==> src/rtl/useq_pkg.sv <==
package useq_pkg;
    localparam int UA_W   = 6;
    localparam int OPC_W  = 5;
    localparam int BUS_W  = 3;
    localparam int ALU_W  = 3;
    localparam int M1_W   = 2;
    localparam int M2_W   = 4;
    localparam int UOP_W  = 2;
    localparam int DEPTH  = 2 ** UA_W;

    localparam logic [UA_W-1:0] FETCH_ENTRY = 6'h20;

    localparam logic [M2_W-1:0] MEM_NONE  = 4'd0;
    localparam logic [M2_W-1:0] MEM_WRITE = 4'd2;
    localparam logic [M2_W-1:0] MEM_WAIT  = 4'd4;
    localparam logic [M2_W-1:0] MEM_READ  = 4'd8;

    typedef enum logic [UOP_W-1:0] {
        UOP_SEQ      = 2'd0,
        UOP_DISPATCH = 2'd1
    } uop_e;

    typedef struct packed {
        uop_e              uop;
        logic [BUS_W-1:0]  b1;
        logic [BUS_W-1:0]  b2;
        logic [BUS_W-1:0]  b3;
        logic [ALU_W-1:0]  alu;
        logic [M1_W-1:0]   m1;
        logic [M2_W-1:0]   m2;
        logic [UA_W-1:0]   nxt0;
        logic [UA_W-1:0]   nxt1;
    } uword_t;

    typedef struct packed {
        logic [UA_W-1:0] upc;
    } seq_state_t;

    function automatic uword_t mk_word(
        input uop_e             op,
        input logic [BUS_W-1:0] b1,
        input logic [BUS_W-1:0] b2,
        input logic [BUS_W-1:0] b3,
        input logic [ALU_W-1:0] alu,
        input logic [M1_W-1:0]  m1,
        input logic [M2_W-1:0]  m2,
        input logic [UA_W-1:0]  n0,
        input logic [UA_W-1:0]  n1
    );
        uword_t w;
        w.uop  = op;
        w.b1   = b1;
        w.b2   = b2;
        w.b3   = b3;
        w.alu  = alu;
        w.m1   = m1;
        w.m2   = m2;
        w.nxt0 = n0;
        w.nxt1 = n1;
        return w;
    endfunction
endpackage

==> src/rtl/useq_store.sv <==
module useq_store
    import useq_pkg::*;
(
    input  logic [UA_W-1:0] addr,
    output uword_t          word
);
    always_comb begin
        word = mk_word(UOP_SEQ, 3'd0, 3'd0, 3'd0, 3'd0, 2'd0, MEM_NONE,
                       FETCH_ENTRY, FETCH_ENTRY);
        case (addr)
            6'h20: word = mk_word(UOP_SEQ, 3'd1, 3'd0, 3'd2, 3'd1, 2'd0, MEM_READ,  6'h21, 6'h21);
            6'h21: word = mk_word(UOP_SEQ, 3'd1, 3'd1, 3'd1, 3'd5, 2'd0, MEM_NONE,  6'h22, 6'h22);
            6'h22: word = mk_word(UOP_SEQ, 3'd0, 3'd6, 3'd4, 3'd2, 2'd0, MEM_NONE,  6'h23, 6'h23);
            6'h23: word = mk_word(UOP_DISPATCH, 3'd0, 3'd0, 3'd0, 3'd0, 2'd0, MEM_NONE, 6'h20, 6'h20);
            6'h02: word = mk_word(UOP_SEQ, 3'd4, 3'd3, 3'd3, 3'd7, 2'd0, MEM_NONE,  6'h20, 6'h20);
            6'h0D: word = mk_word(UOP_SEQ, 3'd4, 3'd3, 3'd2, 3'd5, 2'd0, MEM_NONE,  6'h35, 6'h32);
            6'h32: word = mk_word(UOP_SEQ, 3'd0, 3'd0, 3'd0, 3'd0, 2'd0, MEM_READ,  6'h33, 6'h33);
            6'h33: word = mk_word(UOP_SEQ, 3'd0, 3'd0, 3'd0, 3'd0, 2'd0, MEM_WAIT,  6'h34, 6'h34);
            6'h34: word = mk_word(UOP_SEQ, 3'd0, 3'd6, 3'd2, 3'd2, 2'd0, MEM_NONE,  6'h35, 6'h35);
            6'h35: word = mk_word(UOP_SEQ, 3'd0, 3'd0, 3'd0, 3'd0, 2'd0, MEM_WRITE, 6'h36, 6'h36);
            6'h36: word = mk_word(UOP_SEQ, 3'd0, 3'd0, 3'd0, 3'd0, 2'd0, MEM_WAIT,  6'h20, 6'h20);
            default: ;
        endcase
    end
endmodule

==> src/rtl/useq_next.sv <==
module useq_next
    import useq_pkg::*;
(
    input  uword_t           word,
    input  logic [UA_W-1:0]  cur,
    input  logic [OPC_W-1:0] opcode,
    input  logic             cond,
    input  logic             mem_ready,
    output logic [UA_W-1:0]  nxt
);
    localparam int PAD_W = UA_W - OPC_W;

    logic stall;

    always_comb begin
        stall = (word.m2 == MEM_WAIT) && !mem_ready;
        if (stall)
            nxt = cur;
        else if (word.uop == UOP_DISPATCH)
            nxt = {{PAD_W{1'b0}}, opcode};
        else if (cond)
            nxt = word.nxt1;
        else
            nxt = word.nxt0;
    end
endmodule

==> src/rtl/useq_top.sv <==
module useq_top
    import useq_pkg::*;
(
    input  logic              clk,
    input  logic              rst,
    input  logic [OPC_W-1:0]  opcode,
    input  logic              cond,
    input  logic              mem_ready,
    output logic [UA_W-1:0]   upc,
    output logic [UOP_W-1:0]  uop,
    output logic [BUS_W-1:0]  bus1,
    output logic [BUS_W-1:0]  bus2,
    output logic [BUS_W-1:0]  bus3,
    output logic [ALU_W-1:0]  alu_fn,
    output logic [M1_W-1:0]   mem1,
    output logic [M2_W-1:0]   mem2
);
    localparam int PAD_W = UA_W - OPC_W;

    seq_state_t      st_d, st_q;
    uword_t          cur_word;
    logic [UA_W-1:0] succ;

    useq_store u_store (
        .addr (st_q.upc),
        .word (cur_word)
    );

    useq_next u_next (
        .word      (cur_word),
        .cur       (st_q.upc),
        .opcode    (opcode),
        .cond      (cond),
        .mem_ready (mem_ready),
        .nxt       (succ)
    );

    always_comb begin
        st_d = st_q;
        if (rst)
            st_d.upc = FETCH_ENTRY;
        else
            st_d.upc = succ;
    end

    always_ff @(posedge clk) begin
        st_q <= st_d;
    end

    assign upc    = st_q.upc;
    assign uop    = cur_word.uop;
    assign bus1   = cur_word.b1;
    assign bus2   = cur_word.b2;
    assign bus3   = cur_word.b3;
    assign alu_fn = cur_word.alu;
    assign mem1   = cur_word.m1;
    assign mem2   = cur_word.m2;


    reset_entry_chk: assert property (@(posedge clk)
        rst |=> (upc == FETCH_ENTRY));


    fetch_order_chk: assert property (@(posedge clk) disable iff (rst)
        (upc == FETCH_ENTRY) |=> (upc == 6'h21));


    dispatch_target_chk: assert property (@(posedge clk) disable iff (rst)
        (uop == UOP_DISPATCH) |=> (upc == {{PAD_W{1'b0}}, $past(opcode)}));


    wait_hold_chk: assert property (@(posedge clk) disable iff (rst)
        ((mem2 == MEM_WAIT) && !mem_ready) |=> $stable(upc));


    store_branch_chk: assert property (@(posedge clk) disable iff (rst)
        (upc == 6'h0D) |=> (upc == ($past(cond) ? 6'h32 : 6'h35)));
endmodule

==> config.mk <==
export PLATFORM = sky130hd
export DESIGN_NAME = useq_top
export DESIGN_NICKNAME = d
export VERILOG_FILES = /design/src/rtl/useq_pkg.sv /design/src/rtl/useq_store.sv /design/src/rtl/useq_next.sv /design/src/rtl/useq_top.sv
export SDC_FILE = /design/constraint.sdc
export NUM_CORES = 1
export LEC_CHECK = 0
export BUFFER_PORTS_ARGS = -buffer_cell sky130_fd_sc_hd__buf_2
export CAP_MARGIN = 20
export CORE_AREA = 3 3 45 47
export CTS_CLUSTER_SIZE = 10
export DETAILED_ROUTE_END_ITERATION = 10
export DIE_AREA = 0 0 48 50
export PLACE_DENSITY_LB_ADDON = 0.08
export SYNTH_ARGS = -nofsm -noshare
export SYNTH_HDL_FRONTEND = slang
export SYNTH_SLANG_ARGS = --single-unit
==> constraint.sdc <==
create_clock -name clk -period 1.6 [get_ports clk]
set_clock_uncertainty 0.05 [all_clocks]
set_input_delay 0.08 -clock clk [delete_from_list [all_inputs] [get_ports clk]]
set_output_delay 0.08 -clock clk [all_outputs]
set_load 0.01 [all_outputs]
# --- Word level (Yosys, flattened, before mapping) ---
# Cells that the tools add are included.
word_totals:
  out_inout_bits: 26
  wordCells: 19
  register_bits: 6
op_classes:
  n_eq_ne: 13
  mux: 3
  reduce_logical: 2
ops:
  columns: ["op", "n"]
  rows:
  - ["31-bit case mux with 11 select lines", 1]
  - ["6-bit equality test, second input constant", 9]
  - ["6-bit two-way mux", 2]
  - ["6-bit by 2-bit equality test with 1-bit output, second input constant", 1]
  - ["6-bit by 4-bit equality test with 1-bit output, second input constant", 1]
  - ["4-bit by 3-bit equality test with 1-bit output, second input constant", 1]
  - ["1-bit equality test, second input constant", 1]
  - ["1-bit logical AND", 1]
  - ["1-bit logical NOT", 1]

# --- Logic depth before layout (Yosys ltp) ---
# Gate-level depths: netlist of run 1.
logic_depth:
  word_depth: 4
  mapped_depth: 7
  ltp_nobuf: 4

# --- By module ---
# From an unflattened synthesis of run 1, not the netlist that was laid out.
hier_totals:
  cells_unflattened: 114
  hier_area_um2: 939.7
modules_own_cells:
  columns: ["mod", "seq_area_each_um2", "cells_per_inst", "n_inst", "area_per_inst_um2"]
  rows:
  - ["useq_store", 0.0, 78, 1, 508.0]
  - ["useq_next", 0.0, 24, 1, 261.5]
  - ["useq_top", 120.1, 12, 1, 170.2]

# --- Worst setup path after synthesis of run 1 ---
# OpenSTA, ideal clock, no wires.
synth_path:
  path_type: "register to output"
  start: "reg st_q (netlist bit upc[0])"
  end: "out bus2[0]"
  stages_incl_launch_ff: 7
  t_required_ps: 1470
  path_buffers: 2
  setup_slack_ps: -63
  t_arrival_ps: 1533
  cell_sequence: "dfxtp_1 buf_6 nand2b_2 or3_4 o22a_1 nor2_1 buf_4"
synth_between:
  elab_chain_len: 2
  elab_cells_between_ends: 12
  cone_classes: "eq/ne: 11; mux: 1"
synth_rtl:
  columns: ["element", "line", "source"]
  rows:
  - ["from (decl)", "useq_top.sv:20", "seq_state_t st_d, st_q;"]
  - ["from (signal assigned)", "useq_top.sv:47", "st_q <= st_d;"]
  - ["6-bit equality test, or another cell as far along", "useq_store.sv:10", "case (addr)"]
  - ["31-bit case mux with 11 select lines *", "useq_store.sv:10", null]
  - ["to (decl)", "useq_top.sv:12", "output logic [BUS_W-1:0] bus2,"]
# Every way passes the cells marked *; elsewhere a longest branch is shown, timed or not.

# --- Worst setup path in the final report of run 1 ---
layout_path:
  start: "reg st_q (netlist bit upc[0])"
  end: "out alu_fn[2]"
layout_between:
  elab_chain_len: 2
  elab_cells_between_ends: 12
  cone_classes: "eq/ne: 11; mux: 1"
layout_rtl:
  columns: ["element", "line", "source"]
  rows:
  - ["6-bit equality test, or another cell as far along", "useq_store.sv:10", null]
  - ["31-bit case mux with 11 select lines *", "useq_store.sv:10", null]
  - ["to (decl)", "useq_top.sv:14", "output logic [ALU_W-1:0] alu_fn,"]
# Marks and branches as above.

==> results of run 1 <==
[power by group through the flow]
stage / clock network, mW / logic (mW) / registers, mW
2_1_floorplan: 0 / 0.251 / 0.186
3_3_place_gp: 0 / 0.363 / 0.178
3_5_place_dp: 0 / 0.360 / 0.178
4_1_cts: 0.145 / 0.383 / 0.175
5_1_grt: 0.162 / 0.449 / 0.177
6_report: 0.139 / 0.406 / 0.176
[per-stage QoR]
stage	power (mW)	setup WS [ps]	setup TNS, ps	hold WS, ps	util
6_report	0.721	2.75	0	35.2	0.628
5_1_grt	0.788	-92.1	-415	52.8	0.628
4_1_cts	0.703	-47.5	-95.1	30.4	0.595
3_5_place_dp	0.538	-1.28	-1.28	250	0.529
3_3_place_gp	0.540	84.2	0	246	0.529
2_1_floorplan	0.436	0.556	0	99.1	-
[placed cells by master, fill, tap and decap left out, types with 2 or more instances in the layout]
cell type and count:
a221oi_1 2, buf_2 29, o211ai_1 3, o21ai_1 3, inv_1 6, buf_4 18, a21o_1 2, nor3_2 2
nor2b_1 3, a21oi_1 4, nand2b_4 2, nor2_2 2, dfxtp_4 2, dfxtp_2 4, nand2_2 2, nor2_1 10
dlygate4sd3_1 2, nor4_1 2, nor3_1 7, conb_1 5, nand2b_1 5, a31oi_1 2, clkbuf_4 3, nand2_1 6
[layer usage]
| layer | up-vias | wire length (um) |
|---|---|---|
| li1 | 438 | - |
| met1 | 374 | 983 |
| met2 | 22 | 1000 |
| met3 | 4 | 94 |
| met4 | 0 | 33 |
| met5 | - | 0 |
[cell type report]
class	count	share of cell area
clock buffers	3	0.0212
inverters	6	0.0212
multi-input cells	80	0.500
repair buffers	51	0.312
well taps	17	0.0200
flip-flops and latches	6	0.125
[cell families (layout without fill, tap and decap cells)]
logic type / Yosys count / after routing / share of synthesized area
AO/OA/AOI/OAI: 23 / 23 / 0.208
flip-flops: 6 / 6 / 0.159
XOR/XNOR: 3 / 3 / 0.0349
AND/OR/NAND/NOR: 49 / 49 / 0.395
buffers and inverters: 21 / 60 / 0.198
other: 1 / 5 / 0.00498
[cells in the mapped netlist]
| master | n |
|---|---|
| and4_1 | 1 |
| nand4b_1 | 1 |
| nor4_1 | 2 |
| xnor2_1 | 2 |
| or2_1 | 1 |
| dfxtp_1 | 6 |
| o22a_1 | 1 |
| buf_2 | 2 |
| nor2b_1 | 4 |
| nor3_1 | 7 |
| conb_1 | 1 |
| buf_4 | 8 |
| o211ai_1 | 3 |
| o22ai_1 | 1 |
| a22oi_1 | 1 |
| nand2b_1 | 5 |
| nand2_1 | 6 |
| nor3_2 | 2 |
| and3b_1 | 1 |
| nand2_2 | 2 |
| nand2b_2 | 1 |
| o21ai_1 | 1 |
| nand2b_4 | 1 |
| nand4_1 | 1 |
| inv_1 | 6 |
| a21oi_1 | 4 |
| o32ai_1 | 1 |
| a221oi_1 | 3 |
| a31oi_1 | 2 |
| o2111ai_1 | 1 |
| buf_6 | 5 |
| nor2_1 | 12 |
| o21ai_0 | 3 |
| nor4_4 | 1 |
| xor2_1 | 1 |
| or3_4 | 1 |
| a21o_1 | 2 |
[worst max-delay path: stages (launching register included)]
cell,delay (ps)
dfxtp_2,310
nand2b_4,130
or3_4,340
o22a_1,210
nor2_2,90
buf_2,130
[worst paths after layout]
| kind | from | endpoint | slack, ps | depth (start not counted) |
|---|---|---|---|---|
| max reg2reg | upc[2]$_SDFFE_PP0N_ | upc[0]$_SDFFE_PP0N_ | 40 | 6 |
| min | opcode[4] | upc[4]$_SDFFE_PP0N_ | 40 | 3 |
| max | upc[0]$_SDFFE_PP0N_ | alu_fn[2] | 3 | 5 |
| min reg2reg | upc[2]$_SDFFE_PP0N_ | upc[2]$_SDFFE_PP0N_ | 620 | 3 |
[timing repair]
action                     in CTS  in global routing
hold endpoints to repair        2                  0
pin swaps                       2                  7
buffers inserted                5                  4
resized for setup               9                  9
setup endpoints to repair      11                 13
hold buffers                    2                  0
==> results.cfg, run 1 <==
[run_status]
outcome = finished clean

[timing]
finalSetupViolCount = 0
min_period_ps = 1600
hold_viol = 0
timing.fmax_mhz = 626
maxSlewViolCount = 0
rsz0062_at_grt = yes
fin_crit_sh = 0.998

[route]
drt-vias-per-instance = 5.14
drc = 0
drt_iter0_drc = 19
vias = 838
wirelength_mm = 2.11
antenna_left = 0
drt-wirelength-per-cell_um = 13.0
drtPass1Iterations = 4

[die]
die_area_um2 = 2400
die_width_um = 48
rows = 15
core_area_um2 = 1690
initial_utilization = 0.446
io_pins = 35
die_h_um = 50

[yosys]
synthCells = 103
synth_area_per_cell_um2 = 7.31
seq_area_frac_synth = 0.159
post_synth_instance_area_um2 = 753
ys_warn_count = 0
yosysUniqueCellTypes = 37
synth_area_leader_cell = dfxtp_1
synth_top_area_frac = 0.159
synth_area_leaders = dfxtp_1 16%, buf_4 8.0%, buf_6 7.5%
yosys_register_bits = 6

[cts]
insertion_delay_ps = 240
cts_root_buf = clkbuf_4
cts.htree.levels = 1
clock-sinks = 6
clk_path_buf_depth = 2
clk_pin_slew_ps = 40
tritoncts = built
cts_buffers = 3

[global_routing]
met1_usage = 0.253
antenna_found_initial = 0
grt_pass1_vias = 762
grtUsageMet2 = 0.275
gr-total-overflow = 0
track_usage = 0.190
grt.busiest_layer = met2
grt_start_max_net_pins = 18
grt.met3_usage = 0.0657
grt_pass1_wl_mm = 3.29

[hold_path]
min_path_type = input pin to flop

[final_layout]
regArea_um2 = 133
area_delta_synth_final_pct = 40.9
stdcell_count = 163
drive_gt1_frac = 0.500
nets = 157
antenna_cells = 0
multi_input_area_um2 = 531
postLayoutCellArea_um2 = 1060
largest_reg_flops = 6
fillers = 159

[setup_path]
arrival_ps = 1470
cp_max_fo = 3
start_kind = flop
required_ps = 1470
critPathKind = flop to output pin
endpoint_kind = output pin

[power_and_ir_drop]
intPower_uw = 437
leakagePower_nw = 0.514
peakVddDrop_mv = 0.361
power_switching_share = 0.393
p_comb_frac = 0.563
power_density_nw_per_um2 = 679
clock_power_share = 0.192
seq_power_share = 0.244
p_switching_uw = 284

[place]
gp_congestion = 0.768
port_buffers = 29
dp_hpwl_mm = 1.51
placed_cell_area_um2 = 893
dp.cells = 149

[job]
maxCapViolCount = 0
Power figures use the tool's default switching activity.
==> inputs of run 2 (changes only) <==
--- a/config.mk
+++ b/config.mk
@@ -7,10 +7,10 @@
 export LEC_CHECK = 0
 export BUFFER_PORTS_ARGS = -buffer_cell sky130_fd_sc_hd__buf_2
 export CAP_MARGIN = 20
-export CORE_AREA = 3 3 45 47
+export CORE_AREA = 2 2 44 46
 export CTS_CLUSTER_SIZE = 10
 export DETAILED_ROUTE_END_ITERATION = 10
-export DIE_AREA = 0 0 48 50
+export DIE_AREA = 0 0 46 48
 export PLACE_DENSITY_LB_ADDON = 0.08
 export SYNTH_ARGS = -nofsm -noshare
 export SYNTH_HDL_FRONTEND = slang
==> constraint.sdc (replaced) <==
create_clock -name clk -period 1.6 [get_ports clk]
set_clock_uncertainty 0.05 [all_clocks]
set_input_delay 0.08 -clock clk [delete_from_list [all_inputs] [get_ports clk]]
set_output_delay 0.08 -clock clk [all_outputs]
set_load 0.005 [all_outputs]
==> run 2 against run 1 <==
Highest routed layer unchanged. Clock-buffer cell count is the same. Largest cell class unchanged. Routed wire length shrank 1.7%. The flow now finishes with violations (setup timing). Largest power group unchanged. Core utilization shrank 5.1 points. Cell count shrank 5.5%. Setup slack lost 34 ps. Critical path type unchanged. Register-to-register slack gained 90 ps. Hold slack lost 4.6 ps.
==> results.cfg, run 2 (synthesis gave the netlist of run 1 again) <==
[timing]
holdWs_ps = 30.6
finalSetupViolCount = 2
rsz0062_at_grt = yes
hold_viol = 0
maxSlewViolCount = 0
timing.fmax_mhz = 613
worst_slack_ps = -31.5
fin_tns_setup_ps = -62.0
fin_crit_sh = 1.02
min_period_ps = 1630

[route]
wirelength_mm = 2.08
drc = 0
drt-wirelength-per-cell_um = 13.5
antenna_left = 0
drt-vias-per-instance = 5.48
drt_iter0_drc = 24
drtPass1Iterations = 4
vias = 844

[die]
core_area_um2 = 1690
die_area_um2 = 2210
die_width_um = 46
initial_utilization = 0.446
rows = 15
die_h_um = 48
io_pins = 35

[cts]
clk_path_buf_depth = 2
cts_buffers = 3
insertion_delay_ps = 250
clock-sinks = 6
tritoncts = built
cts.htree.levels = 1
clk_pin_slew_ps = 50
cts_root_buf = clkbuf_4

[global_routing]
grt_pass1_vias = 687
track_usage = 0.192
grt_pass1_wl_mm = 3.08
grt_start_max_net_pins = 19
gr-total-overflow = 0
antenna_found_initial = 0

[setup_path]
arrival_ps = 1500
start_kind = flop
endpoint_kind = output pin
cp_max_fo = 3
critPathKind = flop to output pin
required_ps = 1470

[final_layout]
final_common_cell = buf_2
multi_input_area_um2 = 515
drive_gt1_frac = 0.438
largest_reg_flops = 6
fillers = 170
antenna_cells = 0
regArea_um2 = 133
final_core_util = 0.577
postLayoutCellArea_um2 = 975
area_delta_synth_final_pct = 29.4
nets = 148
most-common-layout-cells = 29 x buf_2, 12 x nor2_1, 10 x buf_4

[power_and_ir_drop]
clock_power_share = 0.206
intPower_uw = 427
p_switching_uw = 256
seq_power_share = 0.264
leakagePower_nw = 0.468
p_comb_frac = 0.529
power_uw = 683
power_density_nw_per_um2 = 700
peakVddDrop_mv = 0.366
power_switching_share = 0.375

[run_status]
violations = setup timing
outcome = finished, violations left

[place]
dp_hpwl_mm = 1.48
port_buffers = 29
placed_cell_area_um2 = 888
gp_congestion = 0.784

[hold_path]
min_path_type = input pin to flop

[job]
maxCapViolCount = 0
## run 2: cell count changes in the layout (fill, tap and decap cells not counted), sizes merged
cell	before	now
buf	49	40
## run 2: cell type report
| class | count | area share |
|---|---|---|
| Clock buffer | 3 | 0.0231 |
| Inverter | 6 | 0.0231 |
| Multi-Input combinational cell | 80 | 0.529 |
| Sequential cell | 6 | 0.136 |
| Tap cell | 17 | 0.0218 |
| Timing Repair Buffer | 42 | 0.267 |
## run 2: final timing paths
path | from | endpoint | slack [ps] | cells past startpoint
worst min register to register | upc[2]$_SDFFE_PP0N_ | upc[2]$_SDFFE_PP0N_ | 560 | 2
worst max register to register | upc[4]$_SDFFE_PP0N_ | upc[0]$_SDFFE_PP0N_ | 130 | 5
worst max-delay path | upc[0]$_SDFFE_PP0N_ | alu_fn[2] | -30 | 5
worst min-delay path | opcode[4] | upc[4]$_SDFFE_PP0N_ | 30 | 3
## run 2: critical path, cell delays in order (launching register included)
cell and delay (ps):
dfxtp_2 310, nand2b_4 130, or3_4 380, o22a_1 200, nor2_1 100, buf_2 120
## run 2: metrics by stage
step	worst slack (ps)	cells
2_1_floorplan	60.3	107
6_report	-31.5	154
4_1_cts	-72.7	154
3_3_place_gp	84.7	147
3_5_place_dp	-22.2	147
5_1_grt	-74.9	154
## run 2: power by group through the flow
stage	Clock (mW)	Combinational, mW	Sequential (mW)
2_1_floorplan	0	0.222	0.181
3_3_place_gp	0	0.331	0.181
3_5_place_dp	0	0.330	0.182
4_1_cts	0.144	0.356	0.183
5_1_grt	0.146	0.393	0.182
6_report	0.141	0.361	0.181
## run 2: routing by layer
layer  up-vias  wire (um)  track usage
met3         2        130       0.0226
li1        417          -            -
met5         -          0            0
met2        41       1060        0.336
met1       384        872        0.254
met4         0         14       0.0343
## run 2: what timing repair did
item / CTS / global route
hold endpoints to repair: 3 / 0
setup endpoints to repair: 11 / 8
setup buffers: 2 / 0
pin swaps: 2 / 4
hold buffers: 2 / 0
gates resized for setup: 9 / 3
